**src/rtl/nand_seq_pkg.sv**
```systemverilog
// Shared types for the NAND strobe sequencer: phase-length bundle and state codes.
package nand_seq_pkg;
    localparam int CNT_W = 6;

    // Per-operation phase lengths, in clock cycles.
    typedef struct packed {
        logic [CNT_W-1:0] lead;   // chip enable low before strobe falls
        logic [CNT_W-1:0] low;    // strobe low length
        logic [CNT_W-1:0] hold;   // chip enable held after strobe rises
        logic [CNT_W-1:0] tail;   // total recovery after strobe rises
    } phase_lens_t;

    typedef enum logic [1:0] {
        ST_IDLE    = 2'd0,
        ST_LEAD    = 2'd1,
        ST_STROBE  = 2'd2,
        ST_RECOVER = 2'd3
    } seq_state_t;
endpackage

```
**src/rtl/nand_cfg_decode.sv**
```systemverilog
// Turns the packed timing word into phase lengths for one direction.
// Assumes: the high phase is clamped to one cycle when its field is not
// above the low field; the recovery covers both turnaround and busy ignore.
module nand_cfg_decode
    import nand_seq_pkg::*;
#(
    parameter int CFG_W = 32
) (
    input  logic [CFG_W-1:0] cfg,
    input  logic             is_write,
    output phase_lens_t      lens
);
    localparam int WL_LSB = 0;
    localparam int WH_LSB = 4;
    localparam int RL_LSB = 8;
    localparam int RH_LSB = 12;
    localparam int TA_LSB = 16;
    localparam int BD_LSB = 19;
    localparam int CD_LSB = 24;

    logic [3:0]       lo_f, hi_f;
    logic [2:0]       ta_f;
    logic [4:0]       bd_f;
    logic [1:0]       cd_f;
    logic [CNT_W-1:0] hold_v, turn_v;

    // Pick the direction's fields and derive each phase length.
    always_comb begin
        lo_f   = is_write ? cfg[WL_LSB +: 4] : cfg[RL_LSB +: 4];
        hi_f   = is_write ? cfg[WH_LSB +: 4] : cfg[RH_LSB +: 4];
        ta_f   = is_write ? 3'd0 : cfg[TA_LSB +: 3];
        bd_f   = cfg[BD_LSB +: 5];
        cd_f   = is_write ? 2'd0 : cfg[CD_LSB +: 2];
        hold_v = (hi_f > lo_f) ? CNT_W'(hi_f - lo_f) : CNT_W'(1);
        turn_v = hold_v + CNT_W'(ta_f);
        lens.lead = CNT_W'(cd_f);
        lens.low  = CNT_W'(lo_f) + CNT_W'(1);
        lens.hold = hold_v;
        lens.tail = (turn_v > CNT_W'(bd_f)) ? turn_v : CNT_W'(bd_f);
    end
endmodule

```
**src/rtl/nand_phase_ctrl.sv**
```systemverilog
// Phase state machine: lead, strobe low, recovery; drives the strobes and
// captures read data. Assumes phase lengths are snapshotted at acceptance.
module nand_phase_ctrl
    import nand_seq_pkg::*;
#(
    parameter int DATA_W = 8
) (
    input  logic              clk,
    input  logic              rst_n,
    input  logic              req_valid,
    input  logic              req_write,
    input  logic [DATA_W-1:0] req_wdata,
    input  phase_lens_t       lens_in,
    input  logic [DATA_W-1:0] dq_in,
    output logic              accept,
    output logic              op_done,
    output logic              idle,
    output logic              ce_n,
    output logic              we_n,
    output logic              re_n,
    output logic              dq_oe,
    output logic [DATA_W-1:0] dq_out,
    output logic              rd_valid,
    output logic [DATA_W-1:0] rd_data
);
    seq_state_t       state;
    phase_lens_t      lens_q;
    logic             wr_q;
    logic [DATA_W-1:0] wdata_q;
    logic [CNT_W-1:0] cnt;
    logic             in_hold;

    // Handshake and phase-end decodes.
    always_comb begin
        idle    = (state == ST_IDLE);
        accept  = idle && req_valid;
        in_hold = (state == ST_RECOVER) && (cnt < lens_q.hold);
        op_done = (state == ST_RECOVER) && (cnt == lens_q.tail - CNT_W'(1));
    end

    // Advance through the phases, counting cycles in each.
    always_ff @(posedge clk) begin
        if (!rst_n) begin
            state   <= ST_IDLE;
            cnt     <= '0;
            lens_q  <= '0;
            wr_q    <= 1'b0;
            wdata_q <= '0;
        end else begin
            case (state)
                ST_IDLE: if (req_valid) begin
                    lens_q  <= lens_in;
                    wr_q    <= req_write;
                    wdata_q <= req_wdata;
                    cnt     <= '0;
                    state   <= (lens_in.lead != '0) ? ST_LEAD : ST_STROBE;
                end
                ST_LEAD: if (cnt == lens_q.lead - CNT_W'(1)) begin
                    cnt   <= '0;
                    state <= ST_STROBE;
                end else cnt <= cnt + CNT_W'(1);
                ST_STROBE: if (cnt == lens_q.low - CNT_W'(1)) begin
                    cnt   <= '0;
                    state <= ST_RECOVER;
                end else cnt <= cnt + CNT_W'(1);
                default: if (op_done) state <= ST_IDLE;
                         else cnt <= cnt + CNT_W'(1);
            endcase
        end
    end

    // Capture the read byte on the edge that ends the read low phase.
    always_ff @(posedge clk) begin
        if (!rst_n) begin
            rd_valid <= 1'b0;
            rd_data  <= '0;
        end else begin
            rd_valid <= 1'b0;
            if (state == ST_STROBE && !wr_q && cnt == lens_q.low - CNT_W'(1)) begin
                rd_valid <= 1'b1;
                rd_data  <= dq_in;
            end
        end
    end

    // Strobe pin decode from the current phase.
    always_comb begin
        ce_n   = !(state == ST_LEAD || state == ST_STROBE || in_hold);
        we_n   = !(state == ST_STROBE && wr_q);
        re_n   = !(state == ST_STROBE && !wr_q);
        dq_oe  = wr_q && (state == ST_STROBE || in_hold);
        dq_out = wdata_q;
    end

    assert_strobes_exclusive_R11: assert property (@(posedge clk) disable iff (!rst_n)
        !(!we_n && !re_n));
    assert_oe_under_ce_R11: assert property (@(posedge clk) disable iff (!rst_n)
        dq_oe |-> !ce_n);
    assert_rdvalid_after_re_R7: assert property (@(posedge clk) disable iff (!rst_n)
        rd_valid |-> (re_n && !$past(re_n)));
    assert_write_data_held_R10: assert property (@(posedge clk) disable iff (!rst_n)
        (!we_n && $past(!we_n)) |-> $stable(dq_out));
    assert_no_accept_active_R8: assert property (@(posedge clk) disable iff (!rst_n)
        !ce_n |-> !idle);
endmodule

```
**src/rtl/nand_busy_track.sv**
```systemverilog
// Reports device busy once an operation has fully completed.
// Assumes ready/busy is meaningless from acceptance to the end of recovery.
module nand_busy_track (
    input  logic clk,
    input  logic rst_n,
    input  logic accept,
    input  logic op_done,
    input  logic idle,
    input  logic rdy_bsy,
    output logic busy
);
    logic armed;

    // Arm after completion, disarm when the next operation starts.
    always_ff @(posedge clk) begin
        if (!rst_n)       armed <= 1'b0;
        else if (accept)  armed <= 1'b0;
        else if (op_done) armed <= 1'b1;
    end

    // Busy flag follows the pin only while armed.
    always_comb busy = armed && !rdy_bsy;

    assert_busy_only_idle_R9: assert property (@(posedge clk) disable iff (!rst_n)
        busy |-> idle);
    assert_arm_after_done_R9: assert property (@(posedge clk) disable iff (!rst_n)
        $rose(armed) |-> $past(op_done));
endmodule

```
**src/rtl/nand_strobe_seq.sv**
```systemverilog
// Top of the NAND strobe sequencer: timing decode, phase control, busy report.
// Assumes one transfer at a time; timing word sampled at acceptance.
module nand_strobe_seq
    import nand_seq_pkg::*;
#(
    parameter int CFG_W  = 32,
    parameter int DATA_W = 8
) (
    input  logic              clk,
    input  logic              rst_n,
    input  logic [CFG_W-1:0]  timing_cfg,
    input  logic              req_valid,
    input  logic              req_write,
    input  logic [DATA_W-1:0] req_wdata,
    output logic              req_ready,
    output logic              nand_ce_n,
    output logic              nand_we_n,
    output logic              nand_re_n,
    output logic              nand_dq_oe,
    output logic [DATA_W-1:0] nand_dq_out,
    input  logic [DATA_W-1:0] nand_dq_in,
    input  logic              nand_rdy_bsy,
    output logic              rd_valid,
    output logic [DATA_W-1:0] rd_data,
    output logic              busy
);
    phase_lens_t lens;
    logic        accept, op_done, idle;

    nand_cfg_decode #(.CFG_W(CFG_W)) i_decode (
        .cfg      (timing_cfg),
        .is_write (req_write),
        .lens     (lens)
    );

    nand_phase_ctrl #(.DATA_W(DATA_W)) i_phase (
        .clk       (clk),
        .rst_n     (rst_n),
        .req_valid (req_valid),
        .req_write (req_write),
        .req_wdata (req_wdata),
        .lens_in   (lens),
        .dq_in     (nand_dq_in),
        .accept    (accept),
        .op_done   (op_done),
        .idle      (idle),
        .ce_n      (nand_ce_n),
        .we_n      (nand_we_n),
        .re_n      (nand_re_n),
        .dq_oe     (nand_dq_oe),
        .dq_out    (nand_dq_out),
        .rd_valid  (rd_valid),
        .rd_data   (rd_data)
    );

    nand_busy_track i_busy (
        .clk     (clk),
        .rst_n   (rst_n),
        .accept  (accept),
        .op_done (op_done),
        .idle    (idle),
        .rdy_bsy (nand_rdy_bsy),
        .busy    (busy)
    );

    // Ready mirrors the idle phase.
    always_comb req_ready = idle;
endmodule

```
**config.mk**
```make
export PLATFORM = sky130hd
export DESIGN_NAME = nand_strobe_seq
export DESIGN_NICKNAME = d
export VERILOG_FILES = /design/src/rtl/nand_seq_pkg.sv /design/src/rtl/nand_cfg_decode.sv /design/src/rtl/nand_phase_ctrl.sv /design/src/rtl/nand_busy_track.sv /design/src/rtl/nand_strobe_seq.sv
export SDC_FILE = /design/constraint.sdc
export NUM_CORES = 1
export LEC_CHECK = 0
export ABC_AREA = 1
export BUFFER_PORTS_ARGS = -buffer_cell sky130_fd_sc_hd__clkbuf_2
export CAP_MARGIN = 20
export CORE_ASPECT_RATIO = 1.2
export CORE_MARGIN = 1.5
export CORE_UTILIZATION = 58
export DETAILED_ROUTE_END_ITERATION = 8
export PLACE_DENSITY_LB_ADDON = 0.08
export SLEW_MARGIN = 20
export SYNTH_ARGS = -nofsm -noshare
export SYNTH_HDL_FRONTEND = slang
export SYNTH_SLANG_ARGS = --single-unit
```
**constraint.sdc**
```tcl
create_clock -name clk -period 6.24 [get_ports clk]
set_clock_uncertainty 0.15 [all_clocks]
set_input_delay 0.312 -clock clk [delete_from_list [all_inputs] [get_ports clk]]
set_output_delay 0.312 -clock clk [all_outputs]
set_load 0.01 [all_outputs]
```
==> results of run 1 <==
[logic make-up after synthesis]
group,after synthesis
AND/OR/NAND/NOR,213
buffers and inverters,86
AO/OA/AOI/OAI,67
flip-flops,45
adder cells (fa/ha/maj),28
XOR/XNOR,7
multiplexers,2
[layer usage]
layer / up-vias / share of wire [%] / GRT usage, %
li1: 1571 / - / -
met1: 1288 / 45 / 29.70
met2: 78 / 48 / 43.08
met3: 10 / 4.8 / 3.425
met4: 0 / 1.7 / 8.235
met5: - / 0 / 0
[registers in the layout (all words and copies together) (netlist names)]
| register | count |
|---|---|
| i_phase.lens_q | 18 |
| i_phase.dq_out | 8 |
| i_phase.rd_data | 8 |
| i_phase.cnt | 6 |
| i_phase.state | 2 |
| i_busy.armed | 1 |
| i_phase.rd_valid | 1 |
| i_phase.wr_q | 1 |
[final timing paths]
check                                  start  slack [ns]  cells after the start                              end
max                                req_write        1.96                     30   i_phase.lens_q[2]$_SDFFE_PN0P_
min                             req_wdata[2]        0.08                      2   i_phase.dq_out[2]$_SDFFE_PN0P_
max reg2reg    i_phase.state[1]$_SDFFE_PN0P_        3.51                      7   i_phase.lens_q[7]$_SDFFE_PN0P_
min reg2reg  i_phase.rd_data[5]$_SDFFE_PN0P_        0.30                      2  i_phase.rd_data[5]$_SDFFE_PN0P_
[per-stage QoR]
stage / hold WS (ns) / cell area, sq um / cells
final: 0.08296 / 3471 / 577
after global routing: 0.07923 / 3471 / 577
after CTS: 0.08233 / 3471 / 577
after detailed placement: 0.2848 / 3388 / 569
after global placement: 0.2817 / 3388 / 569
after floorplan: 0.2703 / 3005 / 448
[layout make-up]
type / instances / area (sq um)
timing repair buffer: 70 / 352.8
fill: 450 / 1504
tap: 60 / 75.07
multi-input combinational: 317 / 1770
sequential: 45 / 900.9
inverter: 77 / 289.0
clock buffer: 6 / 72.57
clock inverter: 2 / 10.01
[critical path, delay by kind of cell]
| kind | cells | cell delay (ns) |
|---|---|---|
| xor gates and xnor gates | 1 | 0.22 |
| buffers and inverters | 7 | 0.95 |
| and+or+nand+nor | 12 | 1.21 |
| adders and majority gates | 3 | 0.82 |
| AOI/OAI and AO/OA | 7 | 0.78 |
[power by group through the flow]
stage	Sequential, uW	Clock [uW]	Combinational [uW]
3_5_place_dp	381	0	555
4_1_cts	375	176	557
3_3_place_gp	379	0	539
6_report	375	174	555
5_1_grt	383	188	647
2_1_floorplan	368	0	440
[cell usage in the layout, fill, tap and decap left out, drive strengths merged, types with 2 or more instances in the layout]
cell type and n:
a21oi 21, a22o 8, clkbuf 75, clkinv 3
dfxtp 45, fa 2, ha 26, inv 76
mux2i 2, nand2 124, nand3 32, nand4 4
nor2 47, nor3 5, o2111ai 2, o21ai 23
o22ai 6, xnor2 3, xor2 4
==> flow_summary.rst, run 1 <==
.. list-table::
   :header-rows: 1

   * - Metric
     - Value
   * - Run status
     - finished, final reports clean
   * - Avg Cell Area, Syn
     - roughly 6.7 sq um
   * - Sw Ratio
     - between 40% and 50%
   * - Max capacitance violation total
     - 0
   * - Vias in the first global route
     - 2530
   * - CP Data Required Time
     - about 6.3 ns
   * - Routed via count divided by cell count
     - 5.107
   * - Adder and majority cell fraction of the synthesized area
     - between 10% and 20%
   * - Die width
     - 68.71 um
   * - Data arrival time at the worst-slack endpoint
     - 4.30 ns
   * - Max-slew headroom at the worst pin
     - 39.87%
   * - Type of the setup path with the least slack
     - in2reg
   * - Setup-violating endpoint count in the final report
     - 0
   * - Most frequent CP cell
     - sky130_fd_sc_hd__nand2_1
   * - Worst-case setup margin in the final layout
     - just under 2 ns
   * - Total nets after synthesis
     - around 530
   * - Share of total power in combinational logic
     - between 50 and 60%
   * - Slowest stage cell on the critical path
     - sky130_fd_sc_hd__or2_2
   * - Cell with the most instances after synthesis
     - sky130_fd_sc_hd__nand2_1
   * - Post-layout minimum cycle time
     - roughly 4.3 ns
   * - Dominant synthesized flop cell
     - sky130_fd_sc_hd__dfxtp_1
   * - Maximum single-stage delay on the critical path
     - 0.36 ns
   * - P_int
     - 620.3 uW
   * - Share of the core filled with cells in the final layout
     - a little over two thirds
   * - Ant diodes
     - 0
   * - Ports
     - 76
   * - CP max FO
     - 12
   * - Total power after layout
     - 1104 uW
   * - Number of synthesized flops with an enable pin
     - 0
   * - Clock sink count
     - 45
   * - Area Growth Syn to Fin
     - 15.49%
   * - Last weighted congestion value of the routability-driven placer
     - 0.8562
   * - Final-report hold violation count
     - 0
   * - Number of antenna violations at the first check in global routing
     - 0
   * - Setup slack at placement
     - between 1.5 and 2 ns
   * - Min-Delay Path Class
     - in2reg
   * - GRT Resource Usage Total
     - 24.34%
   * - Highest clock rate
     - 233.7 MHz
   * - Via count of the routed design
     - 2947
   * - Portion of netlist area occupied by mux cells
     - 0.6661%
   * - Number of max-slew violations in the final report
     - 0
   * - Row Count
     - 28
   * - Main combinational cell family by area after synthesis
     - simple AND/OR/NAND/NOR gates
   * - Switching power of the nets
     - slightly below 500 uW
   * - Power per cell area
     - ~320 mW/mm^2
   * - Aggregate negative setup slack
     - 0 ns
   * - Initial core utilization
     - about three fifths
   * - CP Capture Type
     - flop
   * - Cells taking the most area after synthesis
     - sky130_fd_sc_hd__dfxtp_1, sky130_fd_sc_hd__nand2_1, sky130_fd_sc_hd__ha_1, sky130_fd_sc_hd__inv_1, sky130_fd_sc_hd__nand3_1
   * - TritonCTS clock tree
     - yes
   * - Compound-cell area share of the yosys netlist
     - a little over an eighth
   * - Cell count after synthesis
     - 448
   * - Clock buffer count from CTS
     - 5
   * - Clock network power share
     - 15.8%
   * - Worst vdd ir
     - 0.1535 mV
   * - Slew at the pin with the worst max-slew slack
     - 0.8987 ns
   * - First-pass DRT Iterations
     - 4
   * - Post-DR wirelength/cell
     - 11.24 um
   * - Yosys top cell area share
     - 29.98%
   * - Core area
     - 0.004975 sq mm
   * - Wire length of the first global-routing pass
     - ~11 mm
   * - RSZ-0062 raised after global routing
     - no
   * - Post-Syn Area
     - 0.003005 sq mm
   * - Yosys cell types
     - 38
   * - Most frequent cells after synthesis
     - sky130_fd_sc_hd__nand2_1, sky130_fd_sc_hd__inv_1, sky130_fd_sc_hd__dfxtp_1, sky130_fd_sc_hd__nor2_1, sky130_fd_sc_hd__nand3_1
   * - Hold bufs inserted after CTS
     - 0
   * - Fraction of final layout cells sized beyond drive strength 1
     - 19.92%
   * - CTS root buf
     - sky130_fd_sc_hd__clkbuf_8
   * - Launching element type of the critical path
     - input pin
   * - Async set-reset flop share out of synthesis
     - 0%
   * - Xor/xnor share of the synthesized area
     - about 2.0%
   * - Part of the cycle the worst path needs
     - slightly below 70%
   * - Clock slew at the register clock pins of the worst setup and hold paths
     - 0.08 ns
   * - Number of nets with antenna violations after detailed routing
     - 0
   * - Die outline area
     - 0.005624 sq mm
   * - Sequential power share
     - between 30% and 40%
   * - Clock latency on the worst-skew pair
     - 0.30 ns
   * - Number of synthesized register bits
     - 45
   * - CTS H-tree lvls
     - 2
   * - Maximum number of pins on one net before global-route repair
     - 18
   * - Share of synthesized cell area in and, or, nand and nor gates
     - 30.60%
   * - Warnings, synthesis
     - 0
   * - Port Buffers
     - between 60 and 70
   * - Aggregate routed wire length
     - 6.486 mm
   * - Static Leakage
     - 0.001820 uW
   * - Number of DRC markers after the initial detailed-route iteration
     - 150
   * - Net count of the finished layout
     - 597
   * - Global route total overflow
     - 0
   * - Final HPWL from detailed placement
     - 5.203 mm
   * - Resized cells post-CTS
     - 0
   * - Die outline height
     - around 80 um
   * - Maximum root-to-sink buffer count
     - 2
   * - Library cell occupying the most area in the post-synthesis netlist
     - sky130_fd_sc_hd__dfxtp_1
   * - Post-detailed-route DRC marker count
     - 0
   * - Sequential fraction of the synthesis area
     - 29.98%
   * - Total setup buffers inserted after CTS
     - 0
No activity file was read; power rests on OpenSTA's default activity.
==> run 2, diff against run 1 <==
--- a/config.mk
+++ b/config.mk
@@ -10,7 +10,7 @@
 export CAP_MARGIN = 20
 export CORE_ASPECT_RATIO = 1.2
 export CORE_MARGIN = 1.5
-export CORE_UTILIZATION = 58
+export CORE_UTILIZATION = 54
 export DETAILED_ROUTE_END_ITERATION = 8
 export PLACE_DENSITY_LB_ADDON = 0.08
 export SLEW_MARGIN = 20
==> constraint.sdc (replaced) <==
create_clock -name clk -period 4.2 [get_ports clk]
set_clock_uncertainty 0.15 [all_clocks]
set_input_delay 0.21 -clock clk [delete_from_list [all_inputs] [get_ports clk]]
set_output_delay 0.21 -clock clk [all_outputs]
set_load 0.01 [all_outputs]
==> run 2 against run 1 <==
Sequential power rose by 48%; power is 57% higher; die area is 7.1% higher; first-iteration DRC count decreased by 21%; setup slack worse by 1.5 ns; cell area increased by 4.2%; non-clock buffer count rose by 12; utilization down 2.0 points; sequential share of layout area decreased by 1.0 points; largest power group unchanged.
==> flow_summary.rst, run 2 (synthesis gave the netlist of run 1 again) <==
.. list-table::
   :header-rows: 1

   * - Metric
     - Value
   * - Static Leakage
     - 0.001882 uW (was 0.001820 uW)
   * - Capturing point of the worst reg2reg path
     - i_phase.wr_q$_SDFFE_PN0P_ (was i_phase.lens_q[7]$_SDFFE_PN0P_)
   * - Clock latency on the worst-skew pair
     - 0.31 ns (was 0.30 ns)
   * - Maximum root-to-sink buffer count
     - 2 (unchanged)
   * - Final-report hold violation count
     - 0 (unchanged)
   * - R2r startpoint
     - i_phase.state[1]$_SDFFE_PN0P_ (unchanged)
   * - Number of antenna violations at the first check in global routing
     - 0 (unchanged)
   * - Number of nets with antenna violations after detailed routing
     - 0 (unchanged)
   * - Routed via count divided by cell count
     - 5.059 (was 5.107)
   * - Ports
     - 76 (unchanged)
   * - GRT Resource Usage Total
     - 22.77% (was 24.34%)
   * - Setup-violating endpoint count in the final report
     - 0 (unchanged)
   * - CTS root buf
     - sky130_fd_sc_hd__clkbuf_8 (unchanged)
   * - Ant diodes
     - 0 (unchanged)
   * - Port Buffers
     - 69 (unchanged)
   * - Total setup buffers inserted after CTS
     - 0 (unchanged)
   * - Part of the cycle the worst path needs
     - 88.69%
   * - Filler Cell Count
     - 492 (was 450)
   * - Flip-flop count of the largest register, all copies and words added
     - 18 (unchanged)
   * - Slowest stage cell on the critical path
     - sky130_fd_sc_hd__ha_1 (was sky130_fd_sc_hd__or2_2)
   * - Run status
     - finished, final reports clean (unchanged)
   * - Commonest non-fill, non-tap cell in the layout
     - sky130_fd_sc_hd__nand2_1 (unchanged)
   * - Aggregate routed wire length
     - 6.760 mm (was 6.486 mm)
   * - Min-Delay Path Class
     - in2reg (unchanged)
   * - Highest clock rate
     - 268.5 MHz
   * - Instance area at placement
     - 0.003421 sq mm (was 0.003388 sq mm)
   * - Via count of the routed design
     - 2990 (was 2947)
   * - Hold slack
     - 0.02797 ns (was 0.08296 ns)
   * - First-pass DRT Iterations
     - 4 (unchanged)
   * - Aggregate negative setup slack
     - 0 ns (unchanged)
   * - Slew at the pin with the worst max-slew slack
     - 0.6798 ns (was 0.8987 ns)
   * - CP max FO
     - 6 (was 12)
   * - CP Data Required Time
     - 4.23 ns (was 6.26 ns)
   * - Hold wc startpoint
     - nand_dq_in[6] (was req_wdata[2])
   * - Initial core utilization
     - 56.35% (was 60.41%)
   * - Data arrival time at the worst-slack endpoint
     - 3.76 ns (was 4.30 ns)
   * - Post-layout minimum cycle time
     - 3.725 ns
   * - Last weighted congestion value of the routability-driven placer
     - 0.8463 (was 0.8562)
   * - Maximum number of pins on one net before global-route repair
     - 18 (unchanged)
   * - Maximum single-stage delay on the critical path
     - 0.29 ns (was 0.36 ns)
   * - CP Capture Type
     - flop (unchanged)
   * - Resized cells post-CTS
     - 0 (unchanged)
   * - Clock buffer count from CTS
     - 5 (unchanged)
   * - Final HPWL from detailed placement
     - 5.294 mm (was 5.203 mm)
   * - CTS H-tree lvls
     - 2 (unchanged)
   * - Max-slew headroom at the worst pin
     - 54.51% (was 39.87%)
   * - Die outline height
     - 84.72 um (was 81.86 um)
   * - Vias in the first global route
     - 2664 (was 2530)
   * - Area Growth Syn to Fin
     - 20.32% (was 15.49%)
   * - Max capacitance violation total
     - 0 (unchanged)
   * - Die outline area
     - 0.006024 sq mm (was 0.005624 sq mm)
   * - Post-DR wirelength/cell
     - 11.44 um (was 11.24 um)
   * - Post-detailed-route DRC marker count
     - 0 (unchanged)
   * - Number of max-slew violations in the final report
     - 0 (unchanged)
   * - Power per cell area
     - 477.6 mW/mm^2 (was 317.9 mW/mm^2)
   * - RSZ-0062 raised after global routing
     - no (unchanged)
   * - Die width
     - 71.10 um (was 68.71 um)
   * - Wire length of the first global-routing pass
     - 11.21 mm (was 10.58 mm)
   * - Worst vdd ir
     - 0.2449 mV (was 0.1535 mV)
   * - Worst hold path endpoint
     - i_phase.rd_data[6]$_SDFFE_PN0P_ (was i_phase.dq_out[2]$_SDFFE_PN0P_)
   * - Number of DRC markers after the initial detailed-route iteration
     - 118 (was 150)
   * - Clock slew at the register clock pins of the worst setup and hold paths
     - 0.08 ns (about the same)
   * - Hold bufs inserted after CTS
     - 8 (was 0)
   * - Launching element type of the critical path
     - input pin (unchanged)
   * - Type of the setup path with the least slack
     - in2reg (unchanged)
   * - Worst Hold Path Cells
     - 3 (was 2)
   * - Core area
     - 0.005334 sq mm (was 0.004975 sq mm)
   * - Net count of the finished layout
     - 609 (was 597)
   * - Share of the core filled with cells in the final layout
     - 67.79% (was 69.77%)
   * - Most frequent cells in the layout
     - sky130_fd_sc_hd__nand2_1, sky130_fd_sc_hd__inv_1, sky130_fd_sc_hd__clkbuf_2, sky130_fd_sc_hd__dfxtp_1, sky130_fd_sc_hd__nor2_1 (unchanged)
   * - Clock sink count
     - 45 (unchanged)
   * - Row Count
     - 29 (was 28)
   * - Fraction of final layout cells sized beyond drive strength 1
     - 20.42% (was 19.92%)
   * - TritonCTS clock tree
     - yes (unchanged)
   * - Global route total overflow
     - 0 (unchanged)
   * - Most frequent CP cell
     - sky130_fd_sc_hd__nand2_1 (unchanged)
   * - FF-to-FF path depth
     - 7 (unchanged)
   * - Post-route cell area
     - 0.003616 sq mm (was 0.003471 sq mm)
   * - Register-to-register path setup slack
     - 1.91 ns (was 3.51 ns)
   * - Largest Register
     - i_phase.lens_q (unchanged)
run 2: power by group:
part | switching (uW) | total, uW | internal [uW]
combinational | 516 | 839 | 324
clock | 154 | 332 | 178
sequential | 62.8 | 556 | 493
run 2: per-stage QoR:
stage          worst slack, ns  power, uW  instances
4_1_cts                 0.4628       1735        591
3_3_place_gp            0.2671       1373        575
6_report                0.4750       1727        591
2_1_floorplan           0.5135       1200        448
5_1_grt                0.09024       1882        591
3_5_place_dp            0.1543       1395        575
run 2: layout make-up:
type | count | area [sq um] | area share [%]
Multi-Input combinational cell | 317 | 1770 | 48.96
Tap cell | 62 | 77.57 | 2.145
Inverter | 77 | 289.0 | 7.993
Clock buffer | 5 | 68.82 | 1.903
Clock inverter | 3 | 46.29 | 1.280
Timing Repair Buffer | 82 | 462.9 | 12.80
Sequential cell | 45 | 900.9 | 24.91
run 2: critical path: cells and delay by family:
family	cells	cell delay [ns]
adders and majority gates	3	0.82
xor gates and xnor gates	1	0.20
AOI/OAI and AO/OA	7	0.79
buffers and inverters	7	0.60
and+or+nand+nor	12	1.11
run 2: how the worst max path moves through the flow:
stage | startpoint | endpoint | depth (start not counted)
after floorplan | req_write | i_phase.lens_q[0]$_SDFFE_PN0P_ | 29
after global placement | req_write | i_phase.lens_q[2]$_SDFFE_PN0P_ | 30
after detailed placement | req_write | i_phase.lens_q[2]$_SDFFE_PN0P_ | 30
after CTS | req_write | i_phase.lens_q[2]$_SDFFE_PN0P_ | 30
after global routing | req_write | i_phase.lens_q[2]$_SDFFE_PN0P_ | 30
final | req_write | i_phase.lens_q[2]$_SDFFE_PN0P_ | 30
run 2: per-layer routing:
layer  routed length [um]  track usage, %  share of wire [%]  vias up
met5                    0               0                  0        -
met1                 2975           26.73                 44     1315
met2                 3344           40.61                 49       75
met3                  301           4.322                4.5       13
met4                  139           8.576                2.1        0
li1                     -               -                  -     1587
